`src/rtl/adc_rd_pkg.sv`:
```
package adc_rd_pkg;
   localparam int CMD_BITS = 4;

   typedef enum logic [2:0] {
      ST_IDLE = 3'd0,
      ST_PRE  = 3'd1,
      ST_CLO  = 3'd2,
      ST_CHI  = 3'd3,
      ST_DLO  = 3'd4,
      ST_DHI  = 3'd5,
      ST_POST = 3'd6
   } seq_st_t;
endpackage

```
`src/rtl/ser_half_timer.sv`:
```
module ser_half_timer #(
   parameter int DIV_W = 8
) (
   input  logic             clk,
   input  logic             rst_n,
   input  logic             restart,
   input  logic [DIV_W-1:0] lim,
   output logic             last
);
   logic [DIV_W-1:0] cnt;
   logic [DIV_W-1:0] lim_eff;

   // a half-period of a single cycle would leave no room for the hand-over
   assign lim_eff = (lim == '0) ? DIV_W'(1) : lim;
   assign last    = (cnt == lim_eff);

   always_ff @(posedge clk or negedge rst_n) begin
      if (!rst_n) begin
         cnt <= '0;
      end else if (restart || last) begin
         cnt <= '0;
      end else begin
         cnt <= cnt + DIV_W'(1);
      end
   end
endmodule

```
`src/rtl/adc_frame_seq.sv`:
```
module adc_frame_seq
   import adc_rd_pkg::*;
#(
   parameter int RES_W = 10
) (
   input  logic clk,
   input  logic rst_n,
   input  logic start,
   input  logic sgl_diff,
   input  logic odd_sign,
   input  logic msb_first,
   input  logic last,
   output logic restart,
   output logic sclk,
   output logic sd_o,
   output logic sd_oe,
   output logic cs_act,
   output logic busy,
   output logic done,
   output logic samp,
   output logic cap
);
   localparam int DAT_BITS = RES_W + 1;
   localparam int CNT_W    = $clog2(DAT_BITS + 1);

   seq_st_t             st;
   logic [CNT_W-1:0]    bitn;
   logic [CMD_BITS-1:0] cmd_q;
   logic                oe_q;
   logic                done_q;
   logic                cmd_last;
   logic                dat_last;

   assign cmd_last = (bitn == CNT_W'(CMD_BITS - 1));
   assign dat_last = (bitn == CNT_W'(DAT_BITS - 1));

   assign restart = (st == ST_IDLE) && start;
   assign sclk    = (st == ST_CHI) || (st == ST_DHI);
   assign cs_act  = (st == ST_CLO) || (st == ST_CHI) || (st == ST_DLO) || (st == ST_DHI);
   assign busy    = (st != ST_IDLE);
   assign done    = done_q;
   assign sd_oe   = oe_q;
   assign sd_o    = oe_q & cmd_q[CMD_BITS-1];
   assign samp    = (st == ST_DLO) && last;
   assign cap     = (st == ST_DHI) && last && dat_last;

   always_ff @(posedge clk or negedge rst_n) begin
      if (!rst_n) begin
         st     <= ST_IDLE;
         bitn   <= '0;
         cmd_q  <= '0;
         oe_q   <= 1'b0;
         done_q <= 1'b0;
      end else begin
         done_q <= (st == ST_POST);
         case (st)
            ST_IDLE: begin
               if (start) begin
                  st    <= ST_PRE;
                  cmd_q <= {1'b1, sgl_diff, odd_sign, msb_first};
               end
            end
            ST_PRE: begin
               if (last) begin
                  st   <= ST_CLO;
                  bitn <= '0;
                  oe_q <= 1'b1;
               end
            end
            ST_CLO: begin
               if (last) st <= ST_CHI;
            end
            ST_CHI: begin
               // release the wire one cycle into the final command high phase
               if (cmd_last) oe_q <= 1'b0;
               if (last) begin
                  cmd_q <= {cmd_q[CMD_BITS-2:0], 1'b0};
                  if (cmd_last) begin
                     st   <= ST_DLO;
                     bitn <= '0;
                  end else begin
                     st   <= ST_CLO;
                     bitn <= bitn + CNT_W'(1);
                  end
               end
            end
            ST_DLO: begin
               if (last) st <= ST_DHI;
            end
            ST_DHI: begin
               if (last) begin
                  if (dat_last) begin
                     st <= ST_POST;
                  end else begin
                     st   <= ST_DLO;
                     bitn <= bitn + CNT_W'(1);
                  end
               end
            end
            ST_POST: st <= ST_IDLE;
            default: st <= ST_IDLE;
         endcase
      end
   end
endmodule

```
`src/rtl/adc_rx_shift.sv`:
```
module adc_rx_shift #(
   parameter int RES_W = 10
) (
   input  logic             clk,
   input  logic             rst_n,
   input  logic             samp,
   input  logic             cap,
   input  logic             sd_i,
   output logic [RES_W-1:0] res_q
);
   logic [RES_W-1:0] sh;

   // the null bit is pushed out of the top by the ten bits that follow it
   always_ff @(posedge clk or negedge rst_n) begin
      if (!rst_n) begin
         sh    <= '0;
         res_q <= '0;
      end else begin
         if (samp) sh <= {sh[RES_W-2:0], sd_i};
         if (cap)  res_q <= sh;
      end
   end
endmodule

```
`src/rtl/adc_res_pack.sv`:
```
module adc_res_pack #(
   parameter int RES_W = 10
) (
   input  logic [RES_W-1:0] res,
   output logic [7:0]       hi,
   output logic [7:0]       lo
);
   localparam int LO_BITS = RES_W - 8;
   localparam int PAD_W   = 8 - LO_BITS;

   assign hi = res[RES_W-1 -: 8];

   generate
      if (PAD_W == 0) begin : g_full
         assign lo = res[7:0];
      end else begin : g_pad
         assign lo = {res[LO_BITS-1:0], {PAD_W{1'b0}}};
      end
   endgenerate
endmodule

```
`src/rtl/adc_rd_ctrl.sv`:
```
module adc_rd_ctrl #(
   parameter int NUM_DEV = 4,
   parameter int DIV_W   = 8,
   parameter int RES_W   = 10,
   localparam int SEL_W  = (NUM_DEV > 1) ? $clog2(NUM_DEV) : 1
) (
   input  logic               clk,
   input  logic               rst_n,
   input  logic               start,
   input  logic [SEL_W-1:0]   dev_sel,
   input  logic               sgl_diff,
   input  logic               odd_sign,
   input  logic               msb_first,
   input  logic [DIV_W-1:0]   half_div,
   output logic               sclk,
   output logic [NUM_DEV-1:0] cs_n,
   output logic               sd_o,
   output logic               sd_oe,
   input  logic               sd_i,
   output logic               busy,
   output logic               done,
   output logic [RES_W-1:0]   result,
   output logic [7:0]         res_hi,
   output logic [7:0]         res_lo
);
   generate
      if (RES_W < 9 || RES_W > 16) begin : g_bad_res
         $error("RES_W must lie in 9..16 for the two-byte split");
      end
      if (DIV_W < 2) begin : g_bad_div
         $error("DIV_W must be at least 2");
      end
      if (NUM_DEV < 1) begin : g_bad_dev
         $error("NUM_DEV must be at least 1");
      end
   endgenerate

   logic             restart;
   logic             last;
   logic             cs_act;
   logic             samp;
   logic             cap;
   logic [SEL_W-1:0] sel_q;

   ser_half_timer #(.DIV_W(DIV_W)) u_timer (
      .clk     (clk),
      .rst_n   (rst_n),
      .restart (restart),
      .lim     (half_div),
      .last    (last)
   );

   adc_frame_seq #(.RES_W(RES_W)) u_seq (
      .clk       (clk),
      .rst_n     (rst_n),
      .start     (start),
      .sgl_diff  (sgl_diff),
      .odd_sign  (odd_sign),
      .msb_first (msb_first),
      .last      (last),
      .restart   (restart),
      .sclk      (sclk),
      .sd_o      (sd_o),
      .sd_oe     (sd_oe),
      .cs_act    (cs_act),
      .busy      (busy),
      .done      (done),
      .samp      (samp),
      .cap       (cap)
   );

   adc_rx_shift #(.RES_W(RES_W)) u_rx (
      .clk   (clk),
      .rst_n (rst_n),
      .samp  (samp),
      .cap   (cap),
      .sd_i  (sd_i),
      .res_q (result)
   );

   adc_res_pack #(.RES_W(RES_W)) u_pack (
      .res (result),
      .hi  (res_hi),
      .lo  (res_lo)
   );

   always_ff @(posedge clk or negedge rst_n) begin
      if (!rst_n) sel_q <= '0;
      else if (restart) sel_q <= dev_sel;
   end

   generate
      for (genvar gi = 0; gi < NUM_DEV; gi++) begin : g_cs
         assign cs_n[gi] = ~(cs_act && (sel_q == SEL_W'(gi)));
      end
   endgenerate
endmodule

```
`config.mk`:
```
export PLATFORM = sky130hd
export DESIGN_NAME = adc_rd_ctrl
export DESIGN_NICKNAME = d
export VERILOG_FILES = /design/src/rtl/adc_rd_pkg.sv /design/src/rtl/ser_half_timer.sv /design/src/rtl/adc_frame_seq.sv /design/src/rtl/adc_rx_shift.sv /design/src/rtl/adc_res_pack.sv /design/src/rtl/adc_rd_ctrl.sv
export SDC_FILE = /design/constraint.sdc
export NUM_CORES = 1
export LEC_CHECK = 0
export CORE_MARGIN = 8
export CORE_UTILIZATION = 54
export CTS_CLUSTER_DIAMETER = 40
export DETAILED_ROUTE_END_ITERATION = 7
export HOLD_SLACK_MARGIN = 0.12
export PLACE_DENSITY_LB_ADDON = 0.3
export SLEW_MARGIN = 20
export SYNTH_ARGS = -nofsm -noshare
export SYNTH_HDL_FRONTEND = slang
export SYNTH_HIERARCHICAL = 1
export SYNTH_SLANG_ARGS = --single-unit
export TNS_END_PERCENT = 20
```
`constraint.sdc`:
```
create_clock -name clk -period 6.5 [get_ports clk]
set_input_delay 1.3 -clock clk [delete_from_list [all_inputs] [get_ports clk]]
set_output_delay 1.3 -clock clk [all_outputs]
set_load 0.02 [all_outputs]
```
Word-level counts from Yosys, hierarchy flattened. Cells that the tools add are included.

Flip-flop bits (word level): 43. Input port bits: 17. Output and inout bits: 35. Logic and storage cells: 83.

Add/subtract/negate cells: 2. Equal/unequal tests: 20. Muxes and demuxes: 23. Bitwise operators: 5. Reduce and logical (&&, ||, !) cells: 24.

Operator list (count): $mux W4 (7); $mux W3 (7); $pmux W3 S6 (1); $mux W8 (2); $ne A2 B1 Y1 const B (6); $pmux W4 S3 (1); $eq A3 B3 Y1 const B (3); $add A8 B1 Y8 const B (1); $eq A8 B8 Y1 (1); $logic_and A1 B1 Y1 (8); $logic_not A8 Y1 (1); $pmux W4 S2 (1); $eq A3 B2 Y1 const B (2); $reduce_and A3 Y1 (2); $reduce_and A6 Y1 (1); $reduce_bool A3 Y1 (2); $logic_or A1 B1 Y1 (5); $reduce_and A5 Y1 (1); $add A4 B1 Y4 const B (1); $eq A2 B2 Y1 const B (2); $eq A4 B2 Y1 const B (1); $eq A4 B4 Y1 const B (1); $ne A2 B2 Y1 const B (2); $not A1 Y1 (4); other kinds (9) (11).

Logic depth before layout (Yosys ltp).
Depth in word-level cells: 6. Gate-level depth with buffers: 8. Gate-level depth less buffers: 8.

Modules after synthesis. Netlist, hierarchy kept.

Modules (own cells, without submodules): adc_rx_shift (instances 1, cells each 42, area each 823.3 um2, seq. area each 500.5 um2); adc_frame_seq (instances 1, cells each 87, area each 764.5 um2, seq. area each 325.3 um2); ser_half_timer (instances 1, cells each 54, area each 519.2 um2, seq. area each 200.2 um2); adc_res_pack (instances 1, cells each 17, area each 123.9 um2, seq. area each 0.0 um2); adc_rd_ctrl (instances 1, cells each 8, area each 101.3 um2, seq. area each 50.0 um2).

Worst setup path after synthesis. OpenSTA, ideal clock, no wires.

Kind: input port to flip-flop. Start: in half_div[4]. End: reg u_rx.res_q[0]. Library setup time: 0.125 ns. Arrival: 2.940 ns. Required time: 6.375 ns. Setup slack: 3.435 ns. Cell stages on the path: 8. Buffers on the path: 1. Cells stage by stage: nor4_2 > a21oi_2 > xor2_2 > and2_2 > inv_1 > nor3_1 > buf_6 > mux2_4.

Cells in the longest elaborated chain, start to end: 5.

RTL lines: start, declared (RTL line adc_rd_ctrl.sv:14) `input logic [DIV_W-1:0] half_div,`; $logic_not A8 Y1 (RTL line ser_half_timer.sv:14) `assign lim_eff = (lim == '0) ? DIV_W'(1) : lim;`; $mux W8 (*) (RTL line ser_half_timer.sv:14); $eq A8 B8 Y1 (*) (RTL line ser_half_timer.sv:15) `assign last = (cnt == lim_eff);`; named net last (RTL line adc_rd_ctrl.sv:39) `logic last;`; $logic_and A1 B1 Y1 (*) (2 in a row) (RTL line adc_frame_seq.sv:45) `assign cap = (st == ST_DHI) && last && dat_last;`; named net cap (RTL line adc_rd_ctrl.sv:42) `logic cap;`; end signal, assigned (RTL line adc_rx_shift.sv:20) `if (cap) res_q <= sh;`; end, declared (RTL line adc_rx_shift.sv:9) `output logic [RES_W-1:0] res_q`.

The timed path passes the listed nets; every way through them passes the cells marked *. A chain may end at the register's enable or synchronous reset.

Worst setup path after layout.
Start: in half_div[6]. End: reg u_rx.res_q[7].

The elaborated chain is that of the path after synthesis.

==> impl_metrics.py <==
metrics = {
    "drt": {
        "drt-pass1-iter-count": 4,
        "postRouteWirelength_um": 4420,
        "ant_nets": 0,
        "drtIter0Drc": 64,
        "vias_per_cell": 5.33,
        "route.vias.total": 1578,
        "wl_per_cell_um": 14.9,
        "remaining_drc_errors": 0,
    },
    "layout": {
        "syn_to_final_growth_pct": 20.2,
        "nets": 263,
        "instances_no_fill": 296,
        "diodes": 0,
        "layout-drive-gt1-share_pct": 17.2,
        "final_cell_area_mm2": 0.00280,
    },
    "power": {
        "p_switching_w": 0.000246,
        "p_int_w": 0.000481,
        "leakagePower_nw": 1.15,
        "ir_worst_vdd_mv": 0.157,
        "combPwrFrac_pct": 26.3,
        "power.switching_fraction_pct": 33.8,
        "seqPwrFrac_pct": 50.1,
        "power_density_mw_per_mm2": 259,
        "clkPwrFrac_pct": 23.7,
    },
    "clock_network": {
        "holdBufCountCts": 0,
        "root_buffer": "clkbuf_8",
        "clockBufferDepth": 2,
        "cts.sink_count": 43,
        "postCtsResizedCells": 0,
        "htree_levels": 2,
        "clk_latency_ns": 0.30,
        "cts_setup_buffers": 0,
        "cts_tree": "yes",
        "clkTransAtPathRegs_ns": 0.09,
        "cts_made_buffers": 5,
    },
    "critical_path": {
        "startpoint": "half_div[6]",
        "critPathCaptureType": "flip-flop",
        "critPathLaunchType": "primary input",
        "worst-path-max-fanout": 10,
        "r2r_start": "u_timer/cnt[2]",
        "cp.required_ns": 6.68,
        "path_class": "in -> reg",
        "arrival_ns": 4.12,
    },
    "grt": {
        "gr-total-overflow": 0,
        "grt_max_degree": 44,
        "grt_pass1_vias": 1563,
        "antenna_found_initial": 0,
        "track_usage_pct": 14.0,
        "grt_pass1_wl_um": 7250,
    },
    "hold_path": {
        "min-delay-path-class": "reg -> reg",
        "hold_start": "u_rx/sh[0]",
    },
    "place": {
        "place_worst_setup_slack_ns": 2.25,
        "hpwl_um": 3250,
        "io_buffers": 45,
        "dpl-instance-area_mm2": 0.00271,
        "dp_cells": 288,
        "place_congestion": 0.814,
    },
    "timing": {
        "max_slew_margin_pct": 30.2,
        "drv_slew": 0,
        "setup_viol": 0,
        "fin_worst_skew_ns": 0.00795,
        "clock.fmax_mhz": 254,
        "hold_viol_final": 0,
        "period_minus_slack_ns": 3.94,
        "worst_pin_slew_ns": 1.04,
        "fin_crit_sh_pct": 60.6,
        "setup_ws_ns": 2.56,
        "final.setup.tns_ns": 0,
        "hold_ws_ns": 0.533,
        "rsz0062_at_grt": "false",
    },
    "floorplan": {
        "rows": 24,
        "core_mm2": 0.00426,
        "initial_core_util_pct": 54.7,
        "die_h_um": 81.7,
        "die_area_mm2": 0.00668,
        "io_pins": 52,
        "dieWidth_um": 81.7,
    },
    "logic_synthesis": {
        "syn-instance-count": 208,
        "ys_ff_latch": 43,
        "ys_seq_area_share_pct": 46.1,
        "syn_avg_cell_area_um2": 11.2,
        "yosysWarningCount": 6,
        "netlist_area_mm2": 0.00233,
        "synthDistinctLibCells": 44,
    },
    "job": {
        "cap_violations": 0,
    },
    "status": {
        "status": "completed",
    },
}
## flip-flops by register name, summed over array words and instances (netlist names)
name / count
sel_q: 2
u_rx/res_q: 10
u_rx/sh: 10
u_seq/bitn: 4
u_seq/cmd_q: 4
u_seq/done: 1
u_seq/sd_oe: 1
u_seq/st: 3
u_timer/cnt: 8
## worst max-delay path, stage by stage
cell             delay [ns]
clkdlybuf4s50_1        0.51
xnor2_1                0.13
nand4_1                0.16
nor2_1                 0.42
and2_2                 0.29
inv_1                  0.10
nor3_2                 0.86
mux2_4                 0.35
## synthesized netlist by cell type, drive strengths merged
cell    instances  area [µm²]
dfrtp          43        1080
mux2           22         323
buf            21         158
nor2           15        56.3
a21oi          11        70.1
xnor2          11        96.3
nand2          10        37.5
nor3           10        50.1
nand3           9        45.0
o21ai           9        45.0
a211oi          5        42.5
inv             4        15.0
nand2b          4        25.0
and2            3        20.0
ha              3        37.5
nand3b          3        22.5
maj3            2        20.0
mux2i           2        20.0
nor3b           2        15.0
o21ba           2        20.0
or3             2        12.5
or3b            2        20.0
xor2            2        25.0
a22oi           1        7.51
a31oi           1        6.26
clkbuf          1        3.75
conb            1        3.75
nand4           1        6.26
nand4b          1        8.76
nor4            1        12.5
o211a           1        10.0
o21a            1        7.51
o22ai           1        6.26
o31ai           1        7.51
## logic make-up after synthesis
| kind of cell | count (synthesis) | synth area share [%] |
|---|---|---|
| adders and majority gates | 5 | 2.47 |
| other | 1 | 0.161 |
| buffers and inverters | 26 | 7.56 |
| xor gates and xnor gates | 13 | 5.20 |
| and+or+nand+nor | 63 | 14.2 |
| DFF | 43 | 46.1 |
| AOI/OAI and AO/OA | 33 | 9.55 |
| muxes | 24 | 14.7 |
## layout by cell type (no fill, tap or decap), types with 3 or more instances in the layout
master	Yosys	layout
a211oi_1	4	4
a21oi_1	9	9
clkbuf_8	0	5
clkdlybuf4s50_1	0	44
conb_1	1	6
dfrtp_1	43	43
ha_1	3	3
inv_1	4	4
mux2_4	20	20
nand2_1	10	10
nand2b_1	4	4
nand3_1	9	9
nand3b_1	3	3
nor2_1	15	15
nor3_1	10	8
o21ai_0	6	6
o21ai_1	3	3
xnor2_1	11	11
## final timing paths
path                                       to  slack (ns)  depth (start not counted)
min in group asynchronous       u_rx/res_q[2]        1.12                          1
max in group asynchronous            sel_q[0]        4.80                          1
worst max register to register  u_rx/res_q[7]        3.58                          7
worst min-delay path            u_rx/res_q[0]        0.53                          1
worst min register to register  u_rx/res_q[0]        0.53                          1
worst max-delay path            u_rx/res_q[7]        2.56                          8
## layer usage
layer	vias to the layer above	share of wire, %	wire, µm	GRT usage (%)
li1	770	-	-	-
met1	768	45	2010	18.0
met2	34	47	2090	21.9
met3	6	6.1	270	4.49
met4	0	1.1	49	4.21
met5	-	0	0	0
## through the flow
step / total power, W / util [%]
2_1_floorplan: 0.000503 / -
3_3_place_gp: 0.000553 / 63.6
3_5_place_dp: 0.000557 / 63.6
4_1_cts: 0.000733 / 65.7
5_1_grt: 0.000776 / 65.7
6_report: 0.000727 / 65.7
## power by group through the flow
stage / combinational (W) / clock [W] / sequential, W
finish: 0.000191 / 0.000172 / 0.000364
global route: 0.000214 / 0.000190 / 0.000372
CTS: 0.000192 / 0.000177 / 0.000364
detailed placement: 0.000188 / 0 / 0.000369
global placement: 0.000185 / 0 / 0.000367
floorplan: 0.000154 / 0 / 0.000348
## final cells by class
type,instances,area (µm²)
Clock buffer,5,68.8
Clock inverter,3,23.8
Fill cell,356,1460
Inverter,4,15.0
Multi-Input combinational cell,144,1110
Sequential cell,43,1080
Tap cell,52,65.1
Timing Repair Buffer,45,445
No activity file was read; power rests on OpenSTA's default activity.
